[config.mk]
export PLATFORM = sky130hd
export DESIGN_NAME = dual_rate_bridge
export DESIGN_NICKNAME = d
export VERILOG_FILES = /design/src/rtl/dr_bridge_pkg.sv /design/src/rtl/dr_phase_track.sv /design/src/rtl/dr_up_capture.sv /design/src/rtl/dr_down_launch.sv /design/src/rtl/dual_rate_bridge.sv
export SDC_FILE = /design/constraint.sdc
export NUM_CORES = 1
export LEC_CHECK = 0
export CAP_MARGIN = 15
export CORE_ASPECT_RATIO = 1.4
export CORE_UTILIZATION = 36
export DETAILED_ROUTE_END_ITERATION = 6
export PLACE_DENSITY = 0.76
export SKIP_CTS_REPAIR_TIMING = 1
export SYNTH_ARGS = -nofsm -noshare
export SYNTH_HDL_FRONTEND = slang
export SYNTH_SLANG_ARGS = --single-unit
[constraint.sdc]
create_clock -name clk_fast -period 1 [get_ports clk_fast]
set_input_delay 0.2 -clock clk_fast [delete_from_list [all_inputs] [get_ports clk_fast]]
set_output_delay 0.2 -clock clk_fast [all_outputs]
set_load 0.01 [all_outputs]
[src/rtl/dr_bridge_pkg.sv]
package dr_bridge_pkg;

  // Which register catches slow-domain data before the enabled fast edge
  typedef enum logic {
    CAP_RISE = 1'b0,  // straight into the rising-edge register at mid period
    CAP_FALL = 1'b1   // staged by a falling-edge register first (tighter path)
  } cap_style_e;

  // Saturating step of the post-reset settle counter
  function automatic int unsigned settle_next(input int unsigned cnt,
                                              input int unsigned limit);
    return (cnt >= limit) ? limit : cnt + 1;
  endfunction

  // An enabled fast edge needs the sampled slow level high and a settled tracker
  function automatic logic slot_open(input logic smp, input logic ok);
    return smp & ok;
  endfunction

endpackage

[src/rtl/dr_phase_track.sv]
module dr_phase_track #(
  parameter int unsigned SETTLE_CYC = 2
) (
  input  logic clk_fast,
  input  logic clk_slow,
  input  logic rst_n,
  output logic settled,
  output logic fast_ce
);
  import dr_bridge_pkg::*;

  localparam int unsigned CNT_W = $clog2(SETTLE_CYC + 1);

  logic             phase_smp;
  logic [CNT_W-1:0] settle_cnt;

  // Falling-edge sample of the slow clock level: high means the next
  // fast rising edge lies in the middle of a slow period.
  always_ff @(negedge clk_fast) begin
    if (!rst_n) phase_smp <= 1'b0;
    else        phase_smp <= clk_slow;
  end

  always_ff @(posedge clk_fast) begin
    if (!rst_n) settle_cnt <= '0;
    else        settle_cnt <= CNT_W'(settle_next(32'(settle_cnt), SETTLE_CYC));
  end

  assign settled = (settle_cnt == CNT_W'(SETTLE_CYC));
  assign fast_ce = slot_open(phase_smp, settled);

  AST_CE_ALTERNATE: assert property (@(posedge clk_fast) disable iff (!rst_n)
    fast_ce |=> !fast_ce);
  AST_CE_RETURNS: assert property (@(posedge clk_fast) disable iff (!rst_n)
    (settled && !fast_ce) |=> fast_ce);
  AST_SETTLE_KEEPS: assert property (@(posedge clk_fast) disable iff (!rst_n)
    settled |=> settled);

endmodule

[src/rtl/dr_up_capture.sv]
module dr_up_capture #(
  parameter int unsigned W = 16,
  parameter dr_bridge_pkg::cap_style_e STYLE = dr_bridge_pkg::CAP_RISE
) (
  input  logic         clk_fast,
  input  logic         rst_n,
  input  logic         ce,
  input  logic [W-1:0] up_data,
  input  logic         up_valid,
  output logic [W-1:0] fast_data,
  output logic         fast_valid
);
  import dr_bridge_pkg::*;

  logic [W-1:0] src_data;
  logic         src_valid;

  generate
    if (STYLE == CAP_FALL) begin : g_fall
      logic [W-1:0] stg_data;
      logic         stg_valid;
      always_ff @(negedge clk_fast) begin
        if (!rst_n) begin
          stg_valid <= 1'b0;
          stg_data  <= '0;
        end else begin
          stg_valid <= up_valid;
          stg_data  <= up_data;
        end
      end
      assign src_data  = stg_data;
      assign src_valid = stg_valid;
    end else begin : g_rise
      assign src_data  = up_data;
      assign src_valid = up_valid;
    end
  endgenerate

  always_ff @(posedge clk_fast) begin
    if (!rst_n) begin
      fast_valid <= 1'b0;
      fast_data  <= '0;
    end else if (ce) begin
      fast_valid <= src_valid;
      fast_data  <= src_data;
    end else begin
      fast_valid <= 1'b0;
    end
  end

  AST_PULSE_ONE: assert property (@(posedge clk_fast) disable iff (!rst_n)
    fast_valid |=> !fast_valid);
  AST_UP_IDLE: assert property (@(posedge clk_fast) disable iff (!rst_n)
    (ce && !src_valid) |=> !fast_valid);

endmodule

[src/rtl/dr_down_launch.sv]
module dr_down_launch #(
  parameter int unsigned W = 16
) (
  input  logic         clk_fast,
  input  logic         rst_n,
  input  logic         ce,
  input  logic [W-1:0] down_data,
  input  logic         down_valid,
  output logic [W-1:0] slow_data,
  output logic         slow_valid
);

  always_ff @(posedge clk_fast) begin
    if (!rst_n) begin
      slow_valid <= 1'b0;
      slow_data  <= '0;
    end else if (ce) begin
      slow_valid <= down_valid;
      slow_data  <= down_data;
    end
  end

  AST_LAUNCH_STABLE: assert property (@(posedge clk_fast) disable iff (!rst_n)
    !ce |=> $stable({slow_valid, slow_data}));
  AST_LAUNCH_TAKES: assert property (@(posedge clk_fast) disable iff (!rst_n)
    ce |=> (slow_valid == $past(down_valid)));

endmodule

[src/rtl/dual_rate_bridge.sv]
module dual_rate_bridge #(
  parameter int unsigned W          = 16,
  parameter int unsigned SETTLE_CYC = 2,
  parameter dr_bridge_pkg::cap_style_e STYLE = dr_bridge_pkg::CAP_RISE
) (
  input  logic         clk_fast,
  input  logic         clk_slow,
  input  logic         rst_n,
  input  logic [W-1:0] up_data,
  input  logic         up_valid,
  output logic [W-1:0] fast_data,
  output logic         fast_valid,
  output logic         fast_ce,
  input  logic [W-1:0] down_data,
  input  logic         down_valid,
  output logic [W-1:0] slow_data,
  output logic         slow_valid
);

  logic settled;

  dr_phase_track #(.SETTLE_CYC(SETTLE_CYC)) u_track (
    .clk_fast (clk_fast),
    .clk_slow (clk_slow),
    .rst_n    (rst_n),
    .settled  (settled),
    .fast_ce  (fast_ce)
  );

  dr_up_capture #(.W(W), .STYLE(STYLE)) u_up (
    .clk_fast   (clk_fast),
    .rst_n      (rst_n),
    .ce         (fast_ce),
    .up_data    (up_data),
    .up_valid   (up_valid),
    .fast_data  (fast_data),
    .fast_valid (fast_valid)
  );

  dr_down_launch #(.W(W)) u_down (
    .clk_fast   (clk_fast),
    .rst_n      (rst_n),
    .ce         (fast_ce),
    .down_data  (down_data),
    .down_valid (down_valid),
    .slow_data  (slow_data),
    .slow_valid (slow_valid)
  );

  AST_RESET_CLEAR: assert property (@(posedge clk_fast)
    !rst_n |=> (!fast_valid && !slow_valid));
  AST_QUIET_UNSETTLED: assert property (@(posedge clk_fast) disable iff (!rst_n)
    !settled |-> (!fast_valid && !slow_valid && !fast_ce));

endmodule

======== Yosys cells after proc, flatten, opt, wreduce, memory -nomap -nowiden ========
Cells that the tools add are included.
storage, ports and cells
  bits of input ports ..................... 37
  word-level logic and storage cells ...... 15
  register bits ........................... 37
  output and inout port bits .............. 35
cells by class
  add/subtract/negate cells ............... 1
  order comparisons ....................... 1
  reduce and logical (&&, ||, !) cells .... 2
  bitwise gates (word level) .............. 2
  muxes and demuxes ....................... 1
  equality and inequality tests ........... 1
operator list
  cell                                          number
  adder 2 x 1 -> 2 bit (second input constant)  1
  equality test 2 bit (second input constant)   1
  >= comparator 2 bit (second input constant)   1
  2-to-1 mux 2 bit                              1
  AND reduction 2 bit                           1
  OR reduction 2 bit                            1
  bitwise AND 1 bit                             1
  inverter 1 bit                                1

======== Logic depth before layout (Yosys ltp) ========
Gate-level depths: netlist of the first run.
  depth in word-level cells ............... 3
  mapped depth ............................ 4
  depth with buffers taken out ............ 2

======== Hierarchy ========
A second synthesis of the first run with hierarchy kept.
unflattened totals
  cell total of the unflattened synthesis .. 116
  area, all modules ....................... 1398.8 µm²
modules (own cells, without submodules)
  module          instances  area each (µm²)  seq. area each (µm²)  cells an instance
  dr_down_launch  1          651.9            340.3                 54
  dr_up_capture   1          643.1            340.3                 53
  dr_phase_track  1          103.8            60.1                  9

==> results of run 1 <==
## metal layers
metal,GRT usage,part of all wire
met5,0,0
met1,0.157,0.44
met3,0.0550,0.069
met2,0.241,0.47
met4,0.0659,0.018
## cells in the mapped netlist
cell type / number / area (µm²)
buf_2: 2 / 10.0
and2_1: 1 / 6.26
and3b_1: 1 / 8.76
o21a_1: 1 / 7.51
nor3b_1: 1 / 7.51
buf_12: 3 / 60.1
nand2_1: 66 / 248
clkbuf_1: 6 / 22.5
inv_1: 1 / 3.75
buf_6: 1 / 11.3
mux2i_1: 33 / 330
and3_2: 1 / 7.51
dfxtp_1: 37 / 741
## power by group through the flow
stage               Combinational [mW]  Clock (mW)  Sequential, mW
floorplan                        0.152      0.0125            1.58
global placement                 0.378      0.0125            1.56
detailed placement               0.383      0.0125            1.56
CTS                              0.385        1.02            1.53
global route                     0.409        1.09            1.53
finish                           0.372       0.975            1.53
## cell usage in the layout (no fill, tap or decap)
| cell | n |
|---|---|
| and2_1 | 1 |
| and3_4 | 1 |
| and3b_2 | 1 |
| buf_12 | 2 |
| buf_2 | 2 |
| buf_4 | 6 |
| buf_6 | 2 |
| clkbuf_16 | 2 |
| clkbuf_2 | 26 |
| clkbuf_8 | 5 |
| clkdlybuf4s50_1 | 35 |
| clkinv_2 | 2 |
| dfxtp_1 | 35 |
| dfxtp_2 | 2 |
| dlymetal6s2s_1 | 7 |
| inv_1 | 2 |
| mux2i_1 | 33 |
| nand2_1 | 66 |
| nor3b_1 | 1 |
| o21a_1 | 1 |
## metrics by stage
stage               utilization  setup WS [ns]
floorplan                     -         -0.461
global placement          0.565         -0.685
detailed placement        0.565         -0.696
CTS                       0.586          -1.06
global route              0.572         -0.692
finish                    0.572         -0.654
## state kept, by name, indices dropped and copies added, names as in the netlist
register and cells:
u_down.slow_data 16, u_down.slow_valid 1, u_track.phase_smp 1, u_track.settle_cnt 2
u_up.fast_data 16, u_up.fast_valid 1
## cell families (layout without fill, tap and decap cells)
kind of cell	after synthesis	after routing
AOI/OAI and AO/OA	1	1
buffers and inverters	13	91
DFF	37	37
muxes	33	33
and+or+nand+nor	70	70
## layout make-up
| type | count | share of cell area |
|---|---|---|
| multi-input combinational | 104 | 0.277 |
| clock buffer | 5 | 0.0307 |
| timing repair buffer | 82 | 0.328 |
| tap | 43 | 0.0240 |
| sequential | 37 | 0.332 |
| clock inverter | 4 | 0.00782 |
## worst max-delay path by stage
stage | slack (ns) | depth (start not counted) | end
finish | -0.65 | 2 | fast_ce
global route | -0.69 | 2 | fast_ce
CTS | -1.06 | 2 | fast_ce
detailed placement | -0.70 | 2 | fast_ce
global placement | -0.69 | 2 | fast_ce
floorplan | -0.46 | 4 | u_down.slow_data[0]
## critical path: cells and delay by family, from the launching register on
kind / cells / cell delay, ns
buf+inv: 1 / 0.12
simple gates: 1 / 0.21
flops: 1 / 0.29
==> flow_summary.yaml, run 1 <==
routing:
  drt-pass1-iter-count: 4
  vias_per_cell: 4.52
  wl_per_cell_um: 11.1
  drt-total-wl_mm: 3.07
  num_vias: 1242
  ant_nets: 0
  route.detailed.drc: 0
  initialDrtViolationCount: 28
finish:
  fillerInstances: 353
  fin_cells: 275
  ff_latch_area_um2: 743
  drive_above_1_share: 0.220
  finalNetCount: 268
  final_cell_area_mm2: 0.00224
  area_growth_pct: 53.0
  num_antenna_cells: 0
  multi_input_area_um2: 621
global_routing:
  track_usage: 0.143
  antenna_found_initial: 0
  grt_pass1_wl_mm: 4.93
  grt_pass1_vias: 1181
  overflow: 0
  grt_max_degree: 45
worst_setup_path:
  cp-end-kind: "output port"
  r2r_cells: 4
  startpoint_type: "register"
  reg2reg_to: "u_down.slow_valid"
  critical_path_class: "reg -> out"
  crit_slowest_cell: "dfxtp_1"
  path_cells: "and3b_2 -> buf_6"
  critPathLaunch: "u_track.phase_smp"
  cp_data_arrival_time_ns: 1.45
  r2r_slack_ns: -0.63
  critPathMaxStageDelay_ns: 0.29
  r2r_start: "u_track.phase_smp"
  cp_max_fo: 2
  required_ns: 0.80
clock_network:
  cts_buffer_depth: 2
  cts-root-buf: "clkbuf_8"
  cts_tree: "done"
  numCtsBuffers: 5
  clock_latency_ns: 0.34
  cts_max_level: 2
  clock-sinks: 37
  clk_pin_slew_ns: 0.07
placement:
  post_dp_cell_area_mm2: 0.00221
  place_congestion: 0.654
  placed_cells: 265
  dp_hpwl_mm: 2.04
  portBuffers: 71
power_and_ir_drop:
  powerDensity_mw_per_mm2: 1290
  power.switching_mw: 0.655
  clockPowerShare: 0.339
  total_power_mw: 2.88
  vdd_drop_max_mv: 1.00
  intPower_mw: 2.22
  power_leakage_nw: 1.04
  comb_power_share: 0.129
  pwr-share-seq: 0.532
  swShare: 0.228
worst_hold_path:
  hold_path_end: "u_track.settle_cnt[1]"
  worstHoldStart: "rst_n"
  hp-class: "in -> reg"
  min_path_cells: 3
timing:
  relSlewSlack: 0.732
  rsz0062_at_grt: "yes"
  finalHoldViolations: 0
  setup_slack_ns: -0.654
  slew_viol_final: 0
  hold_ws_ns: 0.397
  setup_viol_count_final: 36
  setup_tns_ns: -21.13
  clock-skew-final_ns: 0.0610
  tightest_slew_ns: 0.402
floorplanning:
  rows: 27
  die_x_um: 55.9
  ios: 72
  die_area_mm2: 0.00433
  initial_utilization: 0.374
  die_height_um: 77.5
  core-area_mm2: 0.00392
synthesis:
  seq_area_frac_synth: 0.506
  synth_cells: 154
  synth.avg_cell_area_um2: 9.51
  yosys.area_share.simple: 0.190
  synthXorXnorAreaFrac: 0
  synthAdderAreaFrac: 0
  yosys_warnings: 0
  ys_ff_latch: 37
  synth_compound_area_frac: 0.00513
  synthMuxAreaShare: 0.226
  syn-cell-area_mm2: 0.00146
  synth_top_family_by_area: "multiplexers"
  synth_nets: 191
  yosys.cell_types.count: 13
outcome:
  status: "complete, but fails checks"
  violations: "negative setup slack"
job:
  max-cap-violations: 0
No activity file was read; power rests on OpenSTA's default activity.
==> inputs of run 2 (changes only) <==
- RECOVER_POWER: default -> 50
==> run 2 against run 1 <==
Compared with the run above: non-clock buffer count is the same; setup slack stayed put; the run still ends with negative setup slack left; combinational power hardly changed; register-to-register slack hardly changed.
==> flow_summary.yaml, run 2 (same netlist as run 1, synthesis figures left out) <==
power_and_ir_drop:
  vdd_drop_max_mv: 1.00
  power_leakage_nw: 1.04
  powerDensity_mw_per_mm2: 1290
global_routing:
  use_met1: 0.157
  grt_pass1_wl_mm: 4.93
  grt_max_degree: 45
  gr-max-usage-layer: "met2"
  met3_usage: 0.0550
  grt_pass1_vias: 1181
  use_met2: 0.241
  track_usage: 0.143
  antenna_found_initial: 0
  overflow: 0
clock_network:
  cts-root-buf: "clkbuf_8"
  cts_tree: "done"
  cts_max_level: 2
  clock_latency_ns: 0.34
  cts_buffer_depth: 2
  clock-sinks: 37
  clk_pin_slew_ns: 0.07
  numCtsBuffers: 5
routing:
  vias_per_cell: 4.52
  ant_nets: 0
  num_vias: 1242
  wl_per_cell_um: 11.2
  initialDrtViolationCount: 30
  drt-pass1-iter-count: 4
  route.detailed.drc: 0
  drt-total-wl_mm: 3.07
timing:
  setup_viol_count_final: 36
  rsz0062_at_grt: "yes"
  relSlewSlack: 0.732
  hold_ws_ns: 0.397
  clock-skew-final_ns: 0.0610
  slew_viol_final: 0
  setup_slack_ns: -0.654
  tightest_slew_ns: 0.402
  finalHoldViolations: 0
worst_setup_path:
  r2r_slack_ns: -0.63
  r2r_cells: 4
  cp-end-kind: "output port"
  reg2reg_to: "u_down.slow_valid"
  cp_data_arrival_time_ns: 1.45
  required_ns: 0.80
  startpoint_type: "register"
  cp_max_fo: 2
  critical_path_class: "reg -> out"
  r2r_start: "u_track.phase_smp"
floorplanning:
  die_height_um: 77.5
  die_x_um: 55.9
  core-area_mm2: 0.00392
  rows: 27
  ios: 72
  initial_utilization: 0.374
  die_area_mm2: 0.00433
finish:
  finalNetCount: 268
  final_common_cell: "nand2_1"
  post-route-util: 0.571
  area_growth_pct: 52.9
  reg_top3: "u_down.slow_data (16), u_up.fast_data (16), u_track.settle_cnt (2)"
  final_cell_mix: "66 x nand2_1, 35 x clkdlybuf4s50_1, 35 x dfxtp_1, 33 x mux2i_1, 25 x clkbuf_2"
  num_antenna_cells: 0
  drive_above_1_share: 0.216
worst_hold_path:
  worstHoldStart: "rst_n"
  min_path_cells: 3
  hold_path_end: "u_track.settle_cnt[1]"
  hp-class: "in -> reg"
outcome:
  status: "complete, but fails checks"
  violations: "negative setup slack"
placement:
  place_congestion: 0.654
  portBuffers: 71
  dp_hpwl_mm: 2.04
job:
  max-cap-violations: 0
[run 2: cell counts in the layout (fill, tap and decap cells not counted)]
No cell type changed its count.
[run 2: layer usage]
| layer | share of wire | vias up |
|---|---|---|
| li1 | - | 644 |
| met1 | 0.44 | 547 |
| met2 | 0.47 | 45 |
| met3 | 0.069 | 6 |
| met4 | 0.018 | 0 |
| met5 | 0 | - |
[run 2: area by class of cell]
class,instances,area [µm²]
clock buffer,5,68.8
clock inverter,4,17.5
fill,354,1680
multi-input combinational,104,621
sequential,37,743
tap,43,53.8
timing repair buffer,82,734
[run 2: stage by stage]
| stage | setup slack, ns | setup TNS (ns) | cells | instance area, µm² | total power, mW |
|---|---|---|---|---|---|
| 2_1_floorplan | -0.461 | -15.56 | 154 | 1480 | 1.74 |
| 3_3_place_gp | -0.685 | -20.09 | 265 | 2210 | 1.96 |
| 3_5_place_dp | -0.696 | -21.06 | 265 | 2210 | 1.96 |
| 4_1_cts | -1.06 | -34.01 | 273 | 2300 | 2.94 |
| 5_1_grt | -0.692 | -22.99 | 275 | 2240 | 3.03 |
| 6_report | -0.654 | -21.13 | 275 | 2240 | 2.88 |
[run 2: how the worst max path moves through the flow]
stage                           start                   to  slack [ns]  cells after the start
finish              u_track.phase_smp              fast_ce       -0.65                      2
global route        u_track.phase_smp              fast_ce       -0.69                      2
CTS                 u_track.phase_smp              fast_ce       -1.06                      2
detailed placement  u_track.phase_smp              fast_ce       -0.70                      2
global placement    u_track.phase_smp              fast_ce       -0.69                      2
floorplan           u_track.phase_smp  u_down.slow_data[0]       -0.46                      4
[run 2: critical path: stages, from the launching register on]
cell	delay, ns
dfxtp_1	0.29
and3b_2	0.21
buf_6	0.12
[run 2: where the power goes]
part	switching, mW	leakage [nW]	internal, mW
Sequential	0.0176	0.301	1.51
Combinational	0.140	0.683	0.232
Clock	0.498	0.0544	0.477
Total	0.655	1.04	2.22
